File: src/rtl/sar_pkg.sv
package sar_pkg;

  typedef enum logic [1:0] {
    ST_BLANK = 2'd0,
    ST_CONV  = 2'd1,
    ST_DONE  = 2'd2
  } sarState_t;

  typedef struct packed {
    logic start;   // begin a conversion: load MSB trial, capture mode
    logic decide;  // settle the bit under trial
    logic blank;   // leave conversion or readout, park the DAC
  } sarStrobe_t;

endpackage

File: src/rtl/sarCtrl.sv
module sarCtrl
  import sar_pkg::*;
#(
  parameter int CPB = 4
) (
  input  logic       clk,
  input  logic       rstN,
  input  logic       ctlLine,
  input  logic       lastBit,
  output sarStrobe_t strb,
  output logic       busy,
  output logic       readyN,
  output logic       outEn
);

  localparam int TW = (CPB > 1) ? $clog2(CPB) : 1;
  localparam logic [TW-1:0] TICK_LAST = TW'(CPB - 1);

  sarState_t st, stNext;
  logic [TW-1:0] tick;

  always_comb begin
    strb   = '0;
    stNext = st;
    case (st)
      ST_BLANK: begin
        if (!ctlLine) begin
          strb.start = 1'b1;
          stNext     = ST_CONV;
        end
      end
      ST_CONV: begin
        if (ctlLine) begin
          strb.blank = 1'b1;
          stNext     = ST_BLANK;
        end else if (tick == TICK_LAST) begin
          strb.decide = 1'b1;
          if (lastBit) stNext = ST_DONE;
        end
      end
      ST_DONE: begin
        if (ctlLine) begin
          strb.blank = 1'b1;
          stNext     = ST_BLANK;
        end
      end
      default: stNext = ST_BLANK;
    endcase
  end

  always_ff @(posedge clk or negedge rstN) begin
    if (!rstN) begin
      st   <= ST_BLANK;
      tick <= '0;
    end else begin
      st <= stNext;
      if (strb.start || st != ST_CONV || tick == TICK_LAST) tick <= '0;
      else tick <= tick + 1'b1;
    end
  end

  assign busy   = (st == ST_CONV);
  assign outEn  = (st == ST_DONE);
  assign readyN = (st != ST_DONE);

endmodule

File: src/rtl/sarData.sv
module sarData
  import sar_pkg::*;
#(
  parameter int WIDTH = 10
) (
  input  logic             clk,
  input  logic             rstN,
  input  sarStrobe_t       strb,
  input  logic             cmpGe,
  input  logic             bipolarSel,
  input  logic             outEn,
  output logic [WIDTH-1:0] dacCode,
  output logic [WIDTH-1:0] dataOut,
  output logic             dacOffsetEn,
  output logic             lastBit
);

  localparam int IW = $clog2(WIDTH + 1);
  localparam logic [WIDTH-1:0] MSB_ONLY = {1'b1, {(WIDTH-1){1'b0}}};

  logic [WIDTH-1:0] trial, nextTrial, result;
  logic [IW-1:0]    idx;
  logic             modeReg;

  // Per-bit next value: the bit under trial takes the comparator,
  // the bit just below it is raised as the next trial, others hold.
  for (genvar g = 0; g < WIDTH; g++) begin : gBit
    assign nextTrial[g] = (idx == IW'(g))     ? cmpGe :
                          (idx == IW'(g + 1)) ? 1'b1  : trial[g];
  end

  assign lastBit = (idx == '0);

  always_ff @(posedge clk or negedge rstN) begin
    if (!rstN) begin
      trial   <= '0;
      idx     <= '0;
      result  <= '0;
      modeReg <= 1'b0;
    end else if (strb.start) begin
      trial   <= MSB_ONLY;
      idx     <= IW'(WIDTH - 1);
      modeReg <= bipolarSel;
    end else if (strb.decide) begin
      trial <= nextTrial;
      if (!lastBit) idx <= idx - 1'b1;
      else result <= nextTrial;
    end else if (strb.blank) begin
      trial <= '0;
    end
  end

  assign dacCode     = trial;
  assign dacOffsetEn = modeReg;
  assign dataOut     = outEn ? result : '0;

endmodule

File: src/rtl/sarConverter.sv
module sarConverter
  import sar_pkg::*;
#(
  parameter int WIDTH   = 10,
  parameter int CLK_NS  = 625,
  parameter int CONV_NS = 25000
) (
  input  logic             clk,
  input  logic             rstN,
  input  logic             ctlLine,
  input  logic             bipolarSel,
  input  logic             cmpGe,
  output logic [WIDTH-1:0] dacCode,
  output logic             dacOffsetEn,
  output logic [WIDTH-1:0] dataOut,
  output logic             dataOutEn,
  output logic             readyN
);

  localparam int CPB_RAW = CONV_NS / (WIDTH * CLK_NS);
  localparam int CPB     = (CPB_RAW < 1) ? 1 : CPB_RAW;

  sarStrobe_t strb;
  logic       lastBit;
  logic       convBusy;

  sarCtrl #(.CPB(CPB)) uCtrl (
    .clk    (clk),
    .rstN   (rstN),
    .ctlLine(ctlLine),
    .lastBit(lastBit),
    .strb   (strb),
    .busy   (convBusy),
    .readyN (readyN),
    .outEn  (dataOutEn)
  );

  sarData #(.WIDTH(WIDTH)) uData (
    .clk        (clk),
    .rstN       (rstN),
    .strb       (strb),
    .cmpGe      (cmpGe),
    .bipolarSel (bipolarSel),
    .outEn      (dataOutEn),
    .dacCode    (dacCode),
    .dataOut    (dataOut),
    .dacOffsetEn(dacOffsetEn),
    .lastBit    (lastBit)
  );

endmodule

File: config.mk
export PLATFORM = sky130hd
export DESIGN_NAME = sarConverter
export DESIGN_NICKNAME = d
export VERILOG_FILES = /design/src/rtl/sar_pkg.sv /design/src/rtl/sarCtrl.sv /design/src/rtl/sarData.sv /design/src/rtl/sarConverter.sv
export SDC_FILE = /design/constraint.sdc
export NUM_CORES = 1
export LEC_CHECK = 0
export ABC_AREA = 1
export BUFFER_PORTS_ARGS = -buffer_cell sky130_fd_sc_hd__buf_2
export CAP_MARGIN = 20
export CORE_ASPECT_RATIO = 1.4
export CORE_UTILIZATION = 55
export DETAILED_ROUTE_END_ITERATION = 10
export PLACE_DENSITY_LB_ADDON = 0.3
export REMOVE_ABC_BUFFERS = 1
export SLEW_MARGIN = 20
export SYNTH_ARGS = -nofsm -noshare
export SYNTH_HDL_FRONTEND = slang
export SYNTH_HIERARCHICAL = 1
export SYNTH_SLANG_ARGS = --single-unit
File: constraint.sdc
create_clock -name clk -period 3.2 [get_ports clk]
set_input_delay 0.32 -clock clk [delete_from_list [all_inputs] [get_ports clk]]
set_output_delay 0.32 -clock clk [all_outputs]
set_load 0.02 [all_outputs]
### Word level (Yosys, flattened, before mapping)

Cells that the tools add are included.

| word-level totals | value |
|---|---|
| flip-flop bits (word level) | 29 |
| bits of input ports | 5 |
| memory bits (writable) | 0 |
| output and inout port bits | 23 |
| bits in latches | 0 |
| memories | 0 |
| memory bits (read-only) | 0 |

| operators by class | value |
|---|---|
| add/subtract/negate cells | 2 |
| muxes and demuxes | 41 |
| shifts and indexed selects | 0 |
| divide/modulo/power cells | 0 |
| reductions and logical operators | 10 |
| $mul | 0 |
| $lt $le $gt $ge | 0 |
| bitwise operators | 1 |
| equal/unequal tests | 20 |

Operators with widths:

| operator | number |
|---|---|
| 10-bit 2-to-1 mux | 4 |
| 1-bit 2-to-1 mux | 27 |
| 4-bit by 3-bit == test with 1-bit output (second input constant) | 4 |
| 4-bit == test (second input constant) | 3 |
| 2-bit 2-to-1 mux | 6 |
| 4-bit 2-to-1 mux | 3 |
| 4-bit by 2-bit == test with 1-bit output (second input constant) | 2 |
| 2-bit inequality test (second input constant) | 3 |
| 2-bit case mux with 3 select lines | 1 |
| 2-bit == test (second input constant) | 2 |
| 4-bit by 1-bit == test with 1-bit output (second input constant) | 1 |
| 4-bit logical NOT | 1 |
| 2-bit by 1-bit inequality test with 1-bit output (second input constant) | 2 |
| 4-bit AND reduction | 1 |
| 4-bit by 1-bit subtractor with 4-bit output (second input constant) | 1 |
| 3-bit by 2-bit inequality test with 1-bit output (second input constant) | 1 |
| 3-bit inequality test (second input constant) | 1 |
| 3-bit AND reduction | 1 |
| 3-bit nonzero test | 1 |
| 2-bit by 1-bit adder with 2-bit output (second input constant) | 1 |
| 2-bit by 1-bit == test with 1-bit output (second input constant) | 1 |
| 2-bit logical NOT | 1 |
| 1-bit logical OR | 2 |
| 2-bit AND reduction | 1 |
| other kinds (3) | 3 |

### Depth between registers and ports, before layout

Gate-level depths: netlist of the first run.

| depth | value |
|---|---|
| depth in word-level cells | 6 |
| depth in mapped cells | 11 |
| gate-level depth less buffers | 11 |

### Modules after synthesis

The synthesis of the first run kept the hierarchy.

Modules (own cells, without submodules):

| module | area each (um^2) | times used | seq. area each (um^2) | cells each |
|---|---|---|---|---|
| sarData | 1463.9 | 1 | 625.6 | 191 |
| sarCtrl | 317.8 | 1 | 100.1 | 41 |

### Least setup slack after synthesis of the first run

No wires, ideal clock.

| timing path | value |
|---|---|
| path kind | flip-flop to flip-flop |
| start point | register uCtrl.st[1] |
| end point | register uData.result[5] |
| stages on the path, launching flop included | 12 |
| data arrival time | 1.532 ns |
| path slack | 1.551 ns |
| library setup time | 0.118 ns |
| data required time | 3.082 ns |
| path through | dfrtp_1 -> inv_1 -> ha_1 -> nand2_1 -> nor2_1 -> inv_2 -> nor2_4 -> inv_2 -> nor2_8 -> inv_4 -> nand2_1 -> nand2_1 |

RTL lines:

| item | line | RTL |
|---|---|---|
| from (decl) | sarCtrl.sv:19 | `sarState_t st, stNext;` |
| from (signal assigned) | sarCtrl.sv:56 | `st <= stNext;` |
| to (signal assigned) | sarData.sv:47 | `else result <= nextTrial;` |
| to (decl) | sarData.sv:21 | `logic [WIDTH-1:0] trial, nextTrial, result;` |

==> results.md, run 1 <==
- After synthesis, the largest family of logic cells by area is simple AND/OR/NAND/NOR gates.
- Setup repair after global routing left no endpoint under its margin.
- The required time of the critical path is 3.36 ns.
- The multiplexer share of the synthesized area is 0%.
- The count of hold buffers inserted by post-cts repair is 0.
- The headroom to the max-slew limit is 58.2%.
- The power per cell area is 674 nW/um^2.
- The number of DRC markers in iteration 0 is 41.
- The count of flip-flops with a built-in enable after synthesis is 0.
- In the final layout, the share of cells above drive strength 1 is 19.0%.
- Entering global routing, the biggest net connects 30 pins.
- Once detailed placement completed, the half-perimeter wirelength came to 2.65 mm.
- The floorplan row count is 24.
- The number of max-cap violations is 0.
- Counting flops with an async set or reset pin after synthesis yields a share of 100%.
- At the pin with the least slew margin, the transition time is 0.628 ns.
- STA classifies the critical path endpoint as a register.
- The core area is 3090 sq um.
- Clock latency on the worst-skew pair, taken at its later pin, is 0.28 ns.
- Yosys instantiated no cell more often than sky130_fd_sc_hd__nand2_1.
- The run finished with clean final reports.
- The global-route total usage across every layer is 23.4%.
- The initial antenna violation count is 0.
- Summing the areas of all xor and xnor instances in the mapped netlist gives 0.492% of the synthesized area.
- The completed layout was analyzed and its total power is 0.00137 W.
- By area the synthesized netlist is led by sky130_fd_sc_hd__dfrtp_1, sky130_fd_sc_hd__nand2_1, sky130_fd_sc_hd__nand3_1.
- The critical path class is register to register.
- From synthesis to final layout, the design area changed by 14.3%.
- Counting every instance in the synthesized netlist gives 232.
- For this configuration, the core starts out at a cell density of 57.6%.
- The final number of hold-violating endpoints was 0.
- The post-layout minimum cycle time is 1.89 ns.
- After synthesis, flip-flops and latches occupy 40.7% of the total area.
- The final routed wire length divided by cell count is 11.5 microns.
- Along the worst path, the maximum fanout reaches 10.
- The wire length of the first global-routing pass is 6.29 mm.
- Counting the buffers created by CTS gives 5.
- The via count of the first global-routing pass is 1,424.
- Synthesis inferred 29 register bits.
- The synthesized netlist devotes 7.72% of its cell area to adder and majority cells.
- TritonCTS built the clock tree.
- The number of optimization iterations in the first detailed-route pass is 4.
- The cell taking the most area after synthesis is sky130_fd_sc_hd__dfrtp_1.
- The number of gates resized after CTS was 0.
- For this run, design rule violations remaining after detail routing come to 0.
- The worst min-delay path class is primary input to asynchronous set/reset pin.
- The mean instance size in the synthesized netlist is 7.68 sq um.
- The maximum VDD drop is 612 uV.
- The simple-gate portion of the synthesized area is 40.3%.
- After synthesis the cells add up to 1780 sq um.
- The number of inserted diodes is 0.
- The worst setup path is launched from a register.
- The number of library cell types mapped by synthesis is 24.
- The total die area is 3470 sq um.
- In the routed layout, each cell is associated on average with a via count of 5.07.
- The remaining number of nets flagged by the antenna check after routing is 0.
- By count the netlist is led by sky130_fd_sc_hd__nand2_1, sky130_fd_sc_hd__nand3_1, sky130_fd_sc_hd__dfrtp_1.
- After clock tree synthesis, the clock-pin slew on the worst setup and hold paths is 0.06 ns.
- The fmax is 0.530 GHz.
- The overall via count from detail_route is 1,531.
- The overall die width is 50.1 microns.
- The tree is rooted in a sky130_fd_sc_hd__clkbuf_8.
- For the worst setup path, the data arrival time is 2.05 ns.
- Setup violations remaining at the end of the flow were counted as 0.
- The most used flip-flop cell after synthesis is sky130_fd_sc_hd__dfrtp_1.
- The number of pins exceeding their max-slew limit in the final report is 0.
- The number of nets at the end of the flow is 278.
- The number of warnings reported in the yosys synthesis log is 6.
- The die is 69.3 microns tall.
- The portion of synthesized cell area occupied by the leading cell type is 40.7%.
- The leftover overflow at the end of global routing is 0.
- For this design, the sink count on the clock tree is 29.
- The H-tree was split into 2 levels.
- The maximum count of clock buffers along a single path is 2.
- The congestion estimate from routability-driven global placement came to 0.845.
- The post-route fraction of the period consumed by the critical path is 59.0%.
- The setup TNS is 0 ns.
- The number of input and output port buffers inserted is 27.
- The total detailed-routing wirelength is 3.47 mm.
- The analysis attributes to cell leakage a power of 1.25 nW.
- The core utilization of the finished layout is 65.8%.
- Across the routed clock network, the largest skew measured is 0.00735 ns.
- In this run the count of I/O pins placed on the die edge is 28.
- The number of post-CTS setup repair buffers is 0.
- The synthesized-area fraction occupied by ao, oa, aoi and oai cells is 1.69%.
==> power breakdown <==
part / internal (W) / switching (W)
Clock: 0.000194 / 0.000132
Sequential: 0.000427 / 0.0000837
Combinational: 0.000179 / 0.000357
==> registers in the layout (all words and copies together) (netlist names) <==
register	flops
uCtrl/st	2
uData/dacCode	10
uData/idx	4
uData/result	10
uData/dacOffsetEn	1
uCtrl/tick	2
==> metrics by stage <==
stage               setup WS, ns  cell area, sq um  hold slack (ns)  std cells
global placement            1.37              1930            0.369        294
finish                      1.31              2040           0.0516        302
floorplan                   1.55              1750           0.0244        228
CTS                         1.30              2040           0.0728        302
detailed placement          1.30              1930            0.378        294
global route                1.14              2040            0.105        302
==> cells in the final DEF (no fill, tap or decap) <==
cell                       Yosys  layout
sky130_fd_sc_hd__dfrtp_1      29      29
sky130_fd_sc_hd__o21ai_1       1       1
sky130_fd_sc_hd__buf_2         1      27
sky130_fd_sc_hd__nand2_2       3       3
sky130_fd_sc_hd__nand3_1      32      32
sky130_fd_sc_hd__clkbuf_8      0       7
sky130_fd_sc_hd__o21bai_1      2       2
sky130_fd_sc_hd__nand4_1      10      10
sky130_fd_sc_hd__nor2_4        2       2
sky130_fd_sc_hd__xor2_1        1       1
sky130_fd_sc_hd__nand2_4       1       1
sky130_fd_sc_hd__nand3b_1      6       6
sky130_fd_sc_hd__o21ai_0       1       1
sky130_fd_sc_hd__inv_4         1       1
sky130_fd_sc_hd__clkinv_2      0       1
sky130_fd_sc_hd__ha_1         11      11
sky130_fd_sc_hd__nand3_2       2       2
sky130_fd_sc_hd__nor2_8        2       2
sky130_fd_sc_hd__a21oi_1       1       1
sky130_fd_sc_hd__nor2_1       10      10
sky130_fd_sc_hd__inv_1        27      27
sky130_fd_sc_hd__nand2_1      80      80
sky130_fd_sc_hd__inv_2         4       4
sky130_fd_sc_hd__clkinv_1      2       2
==> critical path: stages (launching register included) <==
cell,delay [ns]
sky130_fd_sc_hd__dfrtp_1,0.39
sky130_fd_sc_hd__inv_1,0.12
sky130_fd_sc_hd__ha_1,0.22
sky130_fd_sc_hd__nand2_1,0.07
sky130_fd_sc_hd__nor2_1,0.19
sky130_fd_sc_hd__inv_2,0.08
sky130_fd_sc_hd__nor2_4,0.22
sky130_fd_sc_hd__inv_2,0.11
sky130_fd_sc_hd__nor2_8,0.18
sky130_fd_sc_hd__inv_4,0.08
sky130_fd_sc_hd__nand2_1,0.06
sky130_fd_sc_hd__nand2_1,0.05
==> metal layers <==
layer	global-route usage (%)	vias to the layer above	wire, microns
met5	0	-	0
met4	8.57	0	44
met3	5.26	4	112
met2	37.8	26	1690
met1	30.1	704	1630
li1	-	797	-
==> path summary, 6_finish.rpt <==
kind	startpoint	end	slack, ns	cells after the start
min reg2reg	uCtrl/tick[0]	uCtrl/tick[0]	0.43	1
max	uCtrl/st[1]	uData/result[1]	1.31	11
max in group asynchronous	rstN	uCtrl/st[1]	2.73	1
min in group clk	bipolarSel	uData/dacOffsetEn	0.24	3
min	rstN	uData/dacCode[3]	0.05	1
max reg2reg	uCtrl/st[1]	uData/result[1]	1.31	11
==> area by class of cell <==
| type | count | area (sq um) |
|---|---|---|
| Clock buffer | 7 | 96.3 |
| Clock inverter | 1 | 5.00 |
| Fill cell | 294 | 1060 |
| Inverter | 34 | 130 |
| Multi-Input combinational cell | 165 | 895 |
| Sequential cell | 29 | 726 |
| Tap cell | 39 | 48.8 |
| Timing Repair Buffer | 27 | 135 |
==> cells by family after synthesis <==
family          Yosys count
compound gates            5
simple gates            148
fa+ha+maj                11
flops                    29
xor+xnor                  1
buf+inv                  38
No activity file was read; power rests on OpenSTA's default activity.
==> run 2, diff against run 1 <==
--- a/config.mk
+++ b/config.mk
@@ -9,7 +9,7 @@
 export BUFFER_PORTS_ARGS = -buffer_cell sky130_fd_sc_hd__buf_2
 export CAP_MARGIN = 20
 export CORE_ASPECT_RATIO = 1.4
-export CORE_UTILIZATION = 55
+export CORE_UTILIZATION = 51
 export DETAILED_ROUTE_END_ITERATION = 10
 export PLACE_DENSITY_LB_ADDON = 0.3
 export REMOVE_ABC_BUFFERS = 1
==> constraint.sdc (replaced) <==
create_clock -name clk -period 1.69 [get_ports clk]
set_input_delay 0.169 -clock clk [delete_from_list [all_inputs] [get_ports clk]]
set_output_delay 0.169 -clock clk [all_outputs]
set_load 0.02 [all_outputs]
==> run 2 against run 1 <==
Compared with the run above: first-iteration DRC count grew 51%; critical path depth is the same; register-to-register slack lost 1.2 ns; sequential cell count is the same; total power grew 97%; hold slack gained 0.043 ns; clock power grew 66%; wire length grew 8.3%; global-route usage shrank 1.2 points; largest power group unchanged; highest routed layer unchanged.
==> results.md, run 2 (synthesis gave the netlist of run 1 again) <==
- The leftover overflow at the end of global routing is 0 (unchanged).
- The post-layout minimum cycle time is 1.61 ns (-0.283 ns).
- The clock tree root buffer cell is sky130_fd_sc_hd__clkbuf_8.
- The setup TNS is 0 ns (unchanged).
- The flow ran to the end, and the final reports show no timing, DRC or antenna violations.
- The number of nets at the end of the flow was 289 (+4.0%).
- The number of vias per cell after detailed routing came to 5.12 (+0.95%).
- The post-route fraction of the period consumed by the critical path is 95.0% (+36 points).
- The worst path arrival time was 1.77 ns (-0.28 ns).
- The residual DRC count was 0 (unchanged).
- The fmax is 0.623 GHz (+18%).
- The total detailed-routing wirelength was 3.76 mm (+8.3%).
- The actual slew at the worst max-slew pin is 0.615 ns (-0.0125 ns).
- The maximum VDD drop came to 923 uV (+51%).
- The proportion of power drawn by flip-flops and latches is 34.7% (-2.5 points).
- The type of element capturing the critical path is a register.
- The final weighted congestion in routability-driven placement is 0.847 (+0.21%).
- The wire length of the first global-routing pass is 6.17 mm (-1.9%).
- The estimated wirelength of the detail-placed design came to 2.75 mm (+3.7%).
- In this run the worst setup path terminates at uData/result[6].
- Leaving out fill and tap cells, the most frequent cells in the layout are sky130_fd_sc_hd__nand2_1, sky130_fd_sc_hd__nand3_1, sky130_fd_sc_hd__dfrtp_1.
- The remaining number of nets flagged by the antenna check after routing is 0 (unchanged).
- The number of max-cap violations is 0 (unchanged).
- The tightest min-delay check is of the primary input to register type.
- TritonCTS built the clock tree.
- The total die area is 3740 sq um (+7.6%).
- The core utilization of the finished layout is 63.9% (-1.9 points).
- The setup slack on the worst flop-to-flop path is 0.08 ns (-1.23 ns).
- The top routing layer in use is met4.
- The final routed wire length divided by cell count was 12.0 microns (+4.2%).
- The startpoint type of the worst setup path is a register.
- The worst register-to-register path begins at uCtrl/st[1].
- The number of buffers created by CTS is 5 (unchanged).
- The reg-to-reg critical path endpoint is uData/result[6].
- The number of cells in the design after placement is 302 (+2.7%).
- The final number of hold-violating endpoints is 0 (unchanged).
- The met2 wire length is 1.86 mm (+10%).
- The cell internal power dissipation is 0.00155 W (+94%).
- The core area came to 3350 sq um (+8.2%).
- The number of H-tree branching levels is 2 (unchanged).
- The initial antenna violation count is 0 (unchanged).
- The headroom to the max-slew limit is 59.0% (+0.83 points).
- Setup repair after global routing could not meet its margin everywhere.
- In this run the worst setup path begins at uCtrl/st[1].
- The clock tree skew after final layout came to 0.00573 ns (-0.00162 ns).
- The clock share of power was 19.9% (-3.8 points).
- The maximum count of clock buffers along a single path was 2 (unchanged).
- The overall die width is 52.0 microns (+3.7%).
- The largest fanout on the critical path is 10 (unchanged).
- The setup-violating endpoint count in the final report is 0 (unchanged).
- The combinational share of power came to 45.4% (+6.3 points).
- The floorplan row count was 25 (+4.2%).
- The via count of the first global-routing pass is 1,426 (+0.14%).
- The share of cells above drive strength 1 is 24.8% (+5.8 points).
- The number of cells in the finished layout apart from fillers is 314 (+4.0%).
- The maximum number of pins on one net before global-route repair is 30 (unchanged).
- The starting density of the core is 53.2% (-4.4 points).
- The number of inserted diodes came to 0 (unchanged).
- The total clock sinks came to 29 (unchanged).
- The number of input and output port buffers inserted came to 27 (unchanged).
- The insertion delay to the later sink of the worst-skew pair is 0.28 ns (about the same).
- The number of cells traversed by the worst hold path is 3.
- The met1 layer wirelength in the final routing is 1.70 mm (+4.5%).
- The number of DRC markers in iteration 0 is 62 (+51%).
- The height of the die is 71.9 microns (+3.7%).
- The power per cell area is 1270 nW/um^2 (+88%).
- The layout-stage area growth over the synthesis result is 20.0%.
- The overall via count from detail_route came to 1,607 (+5.0%).
- The total net switching power is 0.00115 W (+100%).
- The critical path class is register to register.
- The number of optimization iterations in the first detailed-route pass came to 4 (unchanged).
- The share of total power consumed by net switching is 42.7% (+0.91 points).
- The count of pins on the block boundary came to 28 (unchanged).
- The leakage power total was 1.29 nW (+3.2%).
- The global-route total usage across every layer is 22.2% (-1.2 points).
- The number of pins exceeding their max-slew limit in the final report came to 0 (unchanged).
- The worst-case reg-to-reg path depth is 11 (unchanged).
- Leaving out fill and tap cells, the most frequent cell in the layout is sky130_fd_sc_hd__nand2_1.
- The clock transition time at the flip-flop clock pins of the worst setup and hold paths is 0.06 ns (about the same).
- The required time of the critical path came to 1.86 ns (-1.50 ns).
- The detailed-routed wire length on met3 is 130 microns (+16%).
- The worst hold margin came to 0.0945 ns (+0.0429 ns).
[run 2: area by class of cell]
cell class,instances,area (sq um)
fill,299,1210
tap,40,50.0
clock buffer,5,68.8
timing repair buffer,37,225
multi-input combinational,166,921
inverter,34,130
sequential,29,726
clock inverter,3,17.5
[run 2: power groups by stage]
stage / registers (W) / logic, W / clock network [W]
2_1_floorplan: 0.000979 / 0.000764 / 0
3_3_place_gp: 0.000949 / 0.00111 / 0
3_5_place_dp: 0.000951 / 0.00112 / 0
4_1_cts: 0.000937 / 0.00118 / 0.000559
5_1_grt: 0.000954 / 0.00136 / 0.000583
6_report: 0.000938 / 0.00123 / 0.000540
[run 2: worst min-delay path by stage]
stage | from | endpoint | slack [ns]
2_1_floorplan | rstN | uCtrl/st[0] | -0.13
3_5_place_dp | rstN | uData/result[4] | 0.23
5_1_grt | bipolarSel | uData/dacOffsetEn | 0.13
4_1_cts | bipolarSel | uData/dacOffsetEn | 0.09
6_report | bipolarSel | uData/dacOffsetEn | 0.09
3_3_place_gp | rstN | uData/result[5] | 0.22
[run 2: metal layers]
metal,vias to the layer above,track usage [%]
li1,819,-
met1,748,28.0
met2,34,35.9
met3,6,3.98
met4,0,11.4
met5,-,0
[run 2: critical path, stage by stage, from the launching register on]
cell	delay, ns
sky130_fd_sc_hd__dfrtp_1	0.38
sky130_fd_sc_hd__inv_2	0.09
sky130_fd_sc_hd__ha_1	0.17
sky130_fd_sc_hd__nand2_1	0.08
sky130_fd_sc_hd__nor2_2	0.14
sky130_fd_sc_hd__inv_2	0.07
sky130_fd_sc_hd__nor2_4	0.09
sky130_fd_sc_hd__inv_2	0.09
sky130_fd_sc_hd__nor2_8	0.17
sky130_fd_sc_hd__inv_4	0.08
sky130_fd_sc_hd__nand2_1	0.07
sky130_fd_sc_hd__nand2_1	0.05
[run 2: per-stage QoR]
stage / setup WS, ns / total power, W / cell area (sq um)
2_1_floorplan: 0.0406 / 0.00174 / 1750
3_3_place_gp: -0.0222 / 0.00206 / 1990
3_5_place_dp: -0.0523 / 0.00207 / 1990
4_1_cts: 0.0342 / 0.00268 / 2110
5_1_grt: -0.00725 / 0.00290 / 2140
6_report: 0.0848 / 0.00271 / 2140
[run 2: what timing repair did]
item                                   in CTS  in global routing
endpoints found under the hold margin      29                  0
resized for setup                           2                  6
setup endpoints to repair                   8                 25
hold buffers                                1                  0
pin swaps                                   1                  2
gates cloned                                0                  1
buffers inserted                            1                  1
==> run 3, diff against run 2 <==
--- a/config.mk
+++ b/config.mk
@@ -5,11 +5,9 @@
 export SDC_FILE = /design/constraint.sdc
 export NUM_CORES = 1
 export LEC_CHECK = 0
-export ABC_AREA = 1
 export BUFFER_PORTS_ARGS = -buffer_cell sky130_fd_sc_hd__buf_2
 export CAP_MARGIN = 20
-export CORE_ASPECT_RATIO = 1.4
-export CORE_UTILIZATION = 51
+export CORE_UTILIZATION = 50
 export DETAILED_ROUTE_END_ITERATION = 10
 export PLACE_DENSITY_LB_ADDON = 0.3
 export REMOVE_ABC_BUFFERS = 1
==> run 3 against run 2 <==
Compared with the run above: the flow now finishes with violations (setup timing); worst setup slack lost 0.29 ns; via count is 8.2% higher; sequential share of layout area fell by 6.2 points; clock power shrank 8.7%; final cell count shrank 6.4%; register-to-register slack got worse by 0.29 ns; hold slack worse by 0.028 ns; design area is 22% higher; synthesized cell count decreased by 23%; largest cell class unchanged; non-clock buffer count increased by 29; critical path type unchanged; sequential power is 13% lower.
==> results.md, run 3 <==
- The worst setup margin is -0.206 ns (-0.291 ns).
- The fmax is 0.527 GHz (-15%).
- The overall via count from detail_route is 1,738 (+8.2%).
- Compared with the post-synthesis result, the final layout area differs by 49.7%.
- The final cell area excluding filler cells is 2620 sq um (+22%).
- STA classifies the critical path startpoint as a register.
- sky130_fd_sc_hd__dfrtp_1 takes more of the synthesized area than any other cell.
- The main combinational cell family by area after synthesis is simple AND/OR/NAND/NOR gates.
- The tree is rooted in a sky130_fd_sc_hd__clkbuf_4.
- The number of inserted diodes was 0 (unchanged).
- The global-route total usage across every layer was 28.2% (+5.9 points).
- The register bit total from synthesis came to 29 (unchanged).
- The number of DRC markers in iteration 0 came to 99 (+60%).
- The number of max-cap violations is 0 (unchanged).
- The simple-gate portion of the synthesized area is 23.9% (-16 points).
- The sequential cell area fraction in the yosys report is 41.5% (+0.79 points).
- The maximum count of clock buffers along a single path is 2 (unchanged).
- The number of vias per cell after detailed routing is 5.91 (+16%).
- The remaining number of nets flagged by the antenna check after routing came to 0 (unchanged).
- The total die area was 3740 sq um (about the same).
- The run finished, with violations left.
- The actual slew at the worst max-slew pin is 0.671 ns (+0.0559 ns).
- The largest fanout on the critical path is 5 (-5).
- The count of flip-flops with a built-in enable after synthesis is 0 (unchanged).
- The worst register-to-register path begins at uCtrl/st[1].
- After synthesis, the most frequently instantiated cells are sky130_fd_sc_hd__dfrtp_1, sky130_fd_sc_hd__inv_1, sky130_fd_sc_hd__and2_1, sky130_fd_sc_hd__ha_1, sky130_fd_sc_hd__o21ai_0.
- The start point of the worst min-delay path is bipolarSel.
- The height of the die came to 61.1 microns (-15%).
- The maximum number of pins on one net before global-route repair is 30 (unchanged).
- The floorplan row count is 21 (-16%).
- The clock tree skew after final layout was 0.0141 ns (+0.00840 ns).
- The number of library cell types mapped by synthesis is 45 (+88%).
- The multiplexer share of the synthesized area is 3.58% (+3.6 points).
- The core utilization of the finished layout is 78.4% (+15 points).
- The reg-to-reg critical path endpoint is uData/result[0].
- The post-route fraction of the period consumed by the critical path is 112% (+17 points).
- The number of fillers in the final layout is 198 (-34%).
- The type of element capturing the critical path is a register.
- The portion of synthesized cell area occupied by the leading cell type was 41.5% (+0.79 points).
- The count of pins on the block boundary is 28 (unchanged).
- The worst-case reg-to-reg path depth was 6 (-5).
- The total detailed-routing wirelength was 5.35 mm (+42%).
- The proportion of register bits with asynchronous set or reset after synthesis is 100% (unchanged).
- Tracing the worst setup path back leads to its startpoint at uCtrl/st[1].
- The number of pins exceeding their max-slew limit in the final report is 0 (unchanged).
- The clock transition time at the flip-flop clock pins of the worst setup and hold paths came to 0.10 ns (+0.04 ns).
- The area of the mapped netlist is 1750 sq um (-1.9%).
- The setup slack on the worst flop-to-flop path is -0.21 ns (-0.29 ns).
- The insertion delay to the later sink of the worst-skew pair is 0.33 ns (+0.05 ns).
- The leftover overflow at the end of global routing is 0 (unchanged).
- The wire length of the first global-routing pass is 7.67 mm (+24%).
- The worst path arrival time is 2.11 ns (+0.34 ns).
- The estimated wirelength of the detail-placed design is 3.16 mm (+15%).
- The setup-violating endpoint count in the final report is 26 (+26).
- The maximum VDD drop is 655 uV (-29%).
- Among all cell types in the netlist, the one instantiated most often is sky130_fd_sc_hd__dfrtp_1.
- In the post-synthesis netlist, the biggest area contributors are sky130_fd_sc_hd__dfrtp_1, sky130_fd_sc_hd__ha_1, sky130_fd_sc_hd__o31ai_1.
- The final weighted congestion in routability-driven placement was 0.874 (+3.1%).
- The share of cells above drive strength 1 came to 55.6% (+31 points).
- The synthesized-area fraction occupied by ao, oa, aoi and oai cells was 18.0% (+16 points).
- The required time of the critical path is 1.91 ns (+0.05 ns).
- The initial antenna violation count is 0 (unchanged).
- The number of H-tree branching levels is 2 (unchanged).
- The post-layout minimum cycle time is 1.90 ns (+0.291 ns).
- The headroom to the max-slew limit was 55.3% (-3.7 points).
- The number of warnings reported in the yosys synthesis log was 6 (unchanged).
- The power per cell area is 881 nW/um^2 (-30%).
- The residual DRC count is 0 (unchanged).
- The fraction of synthesized cell area in xor and xnor cells is 0% (-0.49 points).
- The total clock sinks is 29 (unchanged).
- The pre-CTS worst setup slack is -0.312 ns (-0.259 ns).
- The critical path is of the register to register type.
- The mean instance size in the synthesized netlist is 9.82 sq um (+28%).
- Setup repair after global routing could not meet its margin everywhere.
- The via count of the first global-routing pass was 1,626 (+14%).
- In the synthesized netlist the dominant register cell turns out to be sky130_fd_sc_hd__dfrtp_1.
- The adder-cell share of the synthesized area is 7.87% (+0.15 points).
- The final routed wire length divided by cell count was 18.2 microns (+52%).
- The setup TNS is -2.64 ns (-2.64 ns).
- The most critical setup path has its endpoint at uData/result[0].
- The clock tree from TritonCTS is done.
- The count of mapped cells out of synthesis came to 178 (-23%).
- The overall die width is 61.1 microns (+18%).
- The library cells used most frequently in the layout, excluding fill and tap cells, are sky130_fd_sc_hd__buf_4, sky130_fd_sc_hd__dfrtp_1, sky130_fd_sc_hd__buf_2.
- The final reports fail on setup timing.
- The number of buffers created by CTS is 5 (unchanged).
- The final number of hold-violating endpoints is 0 (unchanged).
- The core area is 3340 sq um (-0.30%).
- The number of optimization iterations in the first detailed-route pass came to 4 (unchanged).
- The starting density of the core came to 52.4% (-0.85 points).
- The number of nets at the end of the flow is 263 (-9.0%).
- The cell area after placement is 2090 sq um (+5.3%).
- The number of input and output port buffers inserted is 27 (unchanged).
- The leakage power total is 1.20 nW (-6.9%).
- The tightest min-delay check is of the primary input to register type.
- The library cell used most frequently in the layout, excluding fill and tap cells, is sky130_fd_sc_hd__buf_4.
==> run 3: what timing repair did <==
item                       4_1_cts  5_1_grt
setup endpoints to repair       36       38
hold endpoints to repair        29        0
gates resized for setup         49       46
pin swaps                       12       12
buffers inserted                 2       11
hold buffers                     1        0
cloned                           2        0
==> run 3: power breakdown <==
group	switching (W)	leakage [nW]	internal [W]
Sequential	0.0000507	0.386	0.000762
Clock	0.000252	0.0413	0.000241
Combinational	0.000502	0.772	0.000497
Total	0.000805	1.20	0.00150
==> run 3: kinds of logic (layout without fill, tap and decap cells) <==
family / Yosys count / after routing
compound gates: 46 / 46
fa+ha+maj: 11 / 11
buf+inv: 18 / 87
flops: 29 / 29
mux: 5 / 5
simple gates: 69 / 70
==> run 3: final cells by class <==
| cell class | count | area, sq um | area share (%) |
|---|---|---|---|
| Multi-Input combinational cell | 132 | 1210 | 46.3 |
| Sequential cell | 29 | 726 | 27.7 |
| Timing Repair Buffer | 66 | 498 | 19.0 |
| Clock buffer | 7 | 65.1 | 2.49 |
| Tap cell | 46 | 57.6 | 2.20 |
| Inverter | 13 | 53.8 | 2.06 |
| Clock inverter | 1 | 5.00 | 0.191 |
==> run 3: critical path, cell delays in order, from the launching register on <==
cell and delay, ns:
sky130_fd_sc_hd__dfrtp_1 0.41, sky130_fd_sc_hd__inv_2 0.08, sky130_fd_sc_hd__ha_4 0.13, sky130_fd_sc_hd__and3_4 0.18, sky130_fd_sc_hd__or3b_4 0.40, sky130_fd_sc_hd__or2_4 0.28, sky130_fd_sc_hd__mux2_4 0.30
==> run 3: worst min path at each step <==
| stage | end | slack, ns | depth (start not counted) |
|---|---|---|---|
| 2_1_floorplan | uCtrl/st[0] | -0.13 | 0 |
| 3_3_place_gp | uData/result[8] | 0.22 | 1 |
| 3_5_place_dp | uData/result[8] | 0.23 | 1 |
| 4_1_cts | uData/dacOffsetEn | 0.06 | 2 |
| 5_1_grt | uData/dacOffsetEn | 0.07 | 2 |
| 6_report | uData/dacOffsetEn | 0.07 | 2 |
==> run 3: layer usage <==
metal	track usage, %	vias up	wire length, microns
met5	0	-	0
met4	9.09	0	170
met3	5.88	20	355
met2	47.8	94	2610
met1	35.8	850	2210
li1	-	774	-
==> run 3: through the flow <==
stage                     power, W  hold WS (ns)  cells
after global placement     0.00148         0.218    272
after global routing       0.00243        0.0682    294
after detailed placement   0.00152         0.233    272
after CTS                  0.00212        0.0587    285
final                      0.00231        0.0667    294
after floorplan            0.00122        -0.127    173
